## src/rtl/nest_irq_pkg.sv

```systemverilog
package nest_irq_pkg;
  // strobes issued by control, applied by the datapath
  typedef struct packed {
    logic grant;   // move winning pending line into service
    logic retire;  // drop most urgent in-service level
  } ctlStrobe_t;
endpackage

```

## src/rtl/nest_irq_datapath.sv

```systemverilog
module nest_irq_datapath
  import nest_irq_pkg::*;
#(
  parameter int NUM_LINES = 8,
  localparam int IDX_W = (NUM_LINES > 1) ? $clog2(NUM_LINES) : 1
) (
  input  logic                 clk,
  input  logic                 rstN,
  input  logic [NUM_LINES-1:0] reqIn,
  input  ctlStrobe_t           strobe,
  output logic                 winValid,
  output logic [IDX_W-1:0]     winIdx,
  output logic                 topValid,
  output logic [IDX_W-1:0]     topIdx,
  output logic [NUM_LINES-1:0] inService
);
  logic [NUM_LINES-1:0] reqPrev, pending, riseMask, grantMask, retireMask;

  assign riseMask   = reqIn & ~reqPrev;
  assign grantMask  = strobe.grant  ? (NUM_LINES'(1) << winIdx) : '0;
  assign retireMask = strobe.retire ? (NUM_LINES'(1) << topIdx) : '0;

  // lowest set index wins for both vectors
  always_comb begin
    winValid = 1'b0;
    winIdx   = '0;
    topValid = 1'b0;
    topIdx   = '0;
    for (int i = NUM_LINES - 1; i >= 0; i--) begin
      if (pending[i]) begin
        winValid = 1'b1;
        winIdx   = IDX_W'(i);
      end
      if (inService[i]) begin
        topValid = 1'b1;
        topIdx   = IDX_W'(i);
      end
    end
  end

  always_ff @(posedge clk) begin
    if (!rstN) begin
      reqPrev   <= '0;
      pending   <= '0;
      inService <= '0;
    end else begin
      reqPrev   <= reqIn;
      pending   <= (pending & ~grantMask) | riseMask;
      inService <= (inService & ~retireMask) | grantMask;
    end
  end
endmodule

```

## src/rtl/nest_irq_control.sv

```systemverilog
module nest_irq_control
  import nest_irq_pkg::*;
#(
  parameter int NUM_LINES = 8,
  parameter int VEC_W     = 8,
  parameter int VEC_BASE  = 32,
  localparam int IDX_W = (NUM_LINES > 1) ? $clog2(NUM_LINES) : 1
) (
  input  logic             winValid,
  input  logic [IDX_W-1:0] winIdx,
  input  logic             topValid,
  input  logic [IDX_W-1:0] topIdx,
  input  logic             nestMode,
  input  logic             intAck,
  input  logic             eoi,
  output logic             intOut,
  output logic [VEC_W-1:0] vecOut,
  output ctlStrobe_t       strobe
);
  logic mayPreempt;

  assign mayPreempt    = nestMode && (winIdx < topIdx);
  assign intOut        = winValid && (!topValid || mayPreempt);
  assign vecOut        = intOut ? (VEC_W'(VEC_BASE) + VEC_W'(winIdx)) : '0;
  assign strobe.grant  = intAck && intOut;
  assign strobe.retire = eoi && topValid;
endmodule

```

## src/rtl/nest_irq_ctrl.sv

```systemverilog
module nest_irq_ctrl
  import nest_irq_pkg::*;
#(
  parameter int NUM_LINES = 8,
  parameter int VEC_W     = 8,
  parameter int VEC_BASE  = 32
) (
  input  logic                 clk,
  input  logic                 rstN,
  input  logic [NUM_LINES-1:0] reqIn,
  input  logic                 nestMode,
  input  logic                 intAck,
  input  logic                 eoi,
  output logic                 intOut,
  output logic [VEC_W-1:0]     vecOut
);
  localparam int IDX_W = (NUM_LINES > 1) ? $clog2(NUM_LINES) : 1;

  ctlStrobe_t           strobe;
  logic                 winValid, topValid;
  logic [IDX_W-1:0]     winIdx, topIdx;
  logic [NUM_LINES-1:0] inService;

  nest_irq_datapath #(.NUM_LINES(NUM_LINES)) dp (
    .clk(clk), .rstN(rstN), .reqIn(reqIn), .strobe(strobe),
    .winValid(winValid), .winIdx(winIdx), .topValid(topValid),
    .topIdx(topIdx), .inService(inService)
  );

  nest_irq_control #(.NUM_LINES(NUM_LINES), .VEC_W(VEC_W), .VEC_BASE(VEC_BASE)) ctl (
    .winValid(winValid), .winIdx(winIdx), .topValid(topValid), .topIdx(topIdx),
    .nestMode(nestMode), .intAck(intAck), .eoi(eoi),
    .intOut(intOut), .vecOut(vecOut), .strobe(strobe)
  );
endmodule

```

## config.mk

```make
export PLATFORM = sky130hd
export DESIGN_NAME = nest_irq_ctrl
export DESIGN_NICKNAME = d
export VERILOG_FILES = /design/src/rtl/nest_irq_pkg.sv /design/src/rtl/nest_irq_datapath.sv /design/src/rtl/nest_irq_control.sv /design/src/rtl/nest_irq_ctrl.sv
export SDC_FILE = /design/constraint.sdc
export NUM_CORES = 1
export LEC_CHECK = 0
export ABC_AREA = 1
export BUFFER_PORTS_ARGS = -buffer_cell sky130_fd_sc_hd__buf_2
export CAP_MARGIN = 20
export CORE_MARGIN = 3
export CORE_UTILIZATION = 30
export CTS_CLUSTER_DIAMETER = 100
export DETAILED_ROUTE_END_ITERATION = 16
export SYNTH_ARGS = -nofsm -noshare
export SYNTH_HDL_FRONTEND = slang
export SYNTH_SLANG_ARGS = --single-unit
```

## constraint.sdc

```tcl
create_clock -name clk -period 2.2 [get_ports clk]
set_clock_uncertainty 0.05 [all_clocks]
set_input_delay 0.44 -clock clk [delete_from_list [all_inputs] [get_ports clk]]
set_output_delay 0.44 -clock clk [all_outputs]
set_load 0.005 [all_outputs]
```

==> out/summary.txt <==
Post-DP Area: 1610 µm²
Leftover overflow at the end of global routing: 0
Buffer cell driving the clock tree root: clkbuf_8
Routed vias: 1264
Maximum count of clock buffers along a single path: 2
Power consumption: 1.57 mW
Number of remaining DRC errors: 0
Count of input and output buffers: 17
First drt pass iteration count: 4
Sequential fraction of the synthesis area: 0.342
Initial core utilization: 0.316
Synth Instances: 199
Category of the worst setup path capture point: output pin
Number of distinct library cell variants in the gate-level netlist after synthesis: 25
Post-synthesis cell area: 1410 µm²
Worst path required time: 1.71 ns
Placed wire-length estimate: 2.20 mm
Number of antenna violations at the first check in global routing: 0
Max-Cap Viols: 0
Fraction of the cycle the final worst path needs: 1.15
Final Routed Wirelength: 3.15 mm
Arrival time reported for the critical path endpoint: 2.05 ns
Accumulated negative setup slack: -1.68 ns
Fin. max-slew vios: 0
Vertical die dimension: 74.5 µm
GR Util All Layers: 0.118
WL/cell: 10.9 µm
Commonest non-fill, non-tap cell in the layout: nand2_1
TritonCTS clock tree: built
Via-to-Cell Ratio: 4.39
Floorplan core area: 4440 µm²
Area added between synthesis and finish: 33.1%
Final critical delay including setup and external delays: 2.54 ns
Highest attainable clock frequency: 394 MHz
Crit Path Category: flop to output pin
Static leakage: 0.958 nW
Source-to-sink clock delay at the later pin of the worst-skew pair: 0.27 ns
Largest net degree at the start of global routing: 18
Leading cell types in the layout, fill and taps excluded: nand2_1 (44), inv_1 (31), buf_4 (22)
Remaining antenna violation count after routing: 0
Count of warnings emitted by yosys: 0
Final Hold Violating Endpoints: 0
Pwr dens: 838 nW/µm²
Result of the run: complete, but fails checks
Worst reg-to-reg setup slack: 0.06 ns
Violated checks: setup timing
Top fanout value on the critical path: 4
Sinks on the clock net: 24
Worst min-delay path class: primary input to flop
Slack of the critical path: -0.339 ns
Mapped Avg Cell Area: 7.07 µm²
Number of top-level pins: 22
Final-stage net count: 252
Iteration-0 DRC count of the detailed router: 61
Area enclosed by the die boundary: 5550 µm²
Final setup violation count: 5
Number of register bits inferred by synthesis: 24
CTS Buf Count: 3
H-tree levels: 1
Via count of the first global-routing pass: 1136
Worst supply voltage drop on vdd: 333 µV
Crit start category: flop
Total of hold buffers inserted after clock tree synthesis: 0
Site Rows: 24
Fraction of final layout cells with drive strength greater than 1: 0.458
Width of the die: 74.5 µm
Layout Cell Area excl Fill: 1870 µm²
First-pass GRT wire length: 5.03 mm
Clk slew on worst S/H paths: 0.09 ns
Global placement routability congestion: 0.843
Antenna diode count: 0
Unrepaired setup endpoints after global routing: yes
==> worst max-delay path, stage by stage, from the launching register on <==
cell and delay (ns):
dfxtp_2 0.36, nor2_4 0.05, nor3_2 0.20, nor3_2 0.07, nor3_2 0.22, inv_2 0.08
ha_4 0.27, nand2_2 0.04, inv_2 0.05, nand2_2 0.05, nand2_4 0.09, nand2_8 0.06
nand2_8 0.07, nor2_2 0.04, buf_2 0.12
==> kinds of logic after synthesis <==
family                     share of synthesized area
AOI/OAI and AO/OA                             0.0721
other                                        0.00267
adders and majority gates                     0.0178
DFF                                            0.342
buffers and inverters                          0.156
and+or+nand+nor                                0.410
==> registers in the layout, indices dropped and copies added (netlist names) <==
register and cells:
dp.inService 8, dp.pending 8, dp.reqPrev 8
==> final timing paths <==
check / startpoint / end / depth (start not counted)
max reg2reg: dp.inService[6] / dp.pending[4] / 15
max: dp.inService[6] / vecOut[1] / 14
min reg2reg: dp.reqPrev[4] / dp.pending[4] / 2
min: reqIn[0] / dp.reqPrev[0] / 3
==> cell type report <==
class	count	area (µm²)
flip-flops and latches	24	485
well taps	52	65.1
inverters	42	158
multi-input cells	127	836
clock buffers	3	41.3
repair buffers	39	256
fillers	450	2570
clock inverters	1	30.0
==> stage by stage <==
stage / hold WS, ns / instances / utilization / worst slack [ns]
2_1_floorplan: 0.404 / 202 / - / -0.0336
3_3_place_gp: 0.408 / 274 / 0.361 / -0.0212
3_5_place_dp: 0.410 / 274 / 0.361 / -0.0573
4_1_cts: 0.306 / 286 / 0.396 / -0.264
5_1_grt: 0.322 / 288 / 0.421 / -0.485
6_report: 0.306 / 288 / 0.421 / -0.339
==> Yosys cell counts <==
cell type	n	share of area
dfxtp_1	24	0.34
clkbuf_1	1	0.0027
nor3_2	2	0.014
buf_4	7	0.037
a21oi_4	1	0.012
o31ai_1	2	0.011
nand4_2	8	0.071
a21oi_1	8	0.028
nand2_8	1	0.014
nand4_1	2	0.0089
nand2_2	6	0.027
inv_2	6	0.016
o21ai_0	6	0.021
inv_1	36	0.096
nor3_1	5	0.018
ha_1	2	0.018
nand2_4	2	0.016
nor3_4	1	0.012
nor2_4	1	0.0080
conb_1	1	0.0027
buf_2	1	0.0036
nor2_1	15	0.040
or2_2	9	0.040
nand3_1	3	0.011
nand2_1	49	0.13
==> layer usage <==
layer | global-route usage | up-vias | routed length, µm
li1 | - | 676 | -
met1 | 0.151 | 552 | 1470
met2 | 0.190 | 26 | 1480
met3 | 0.0284 | 10 | 110
met4 | 0.0474 | 0 | 90
met5 | 0 | - | 0
==> timing repair <==
| action | CTS | global route |
|---|---|---|
| endpoints found under the setup margin | 5 | 21 |
| setup buffers | 8 | 3 |
| resized for setup | 9 | 24 |
| pin swaps | 4 | 12 |
==> power breakdown <==
part	internal (mW)	switching, mW
registers	0.472	0.0281
clock network	0.243	0.146
logic	0.303	0.376
Note: power is estimated with default switching activity, not from simulation.
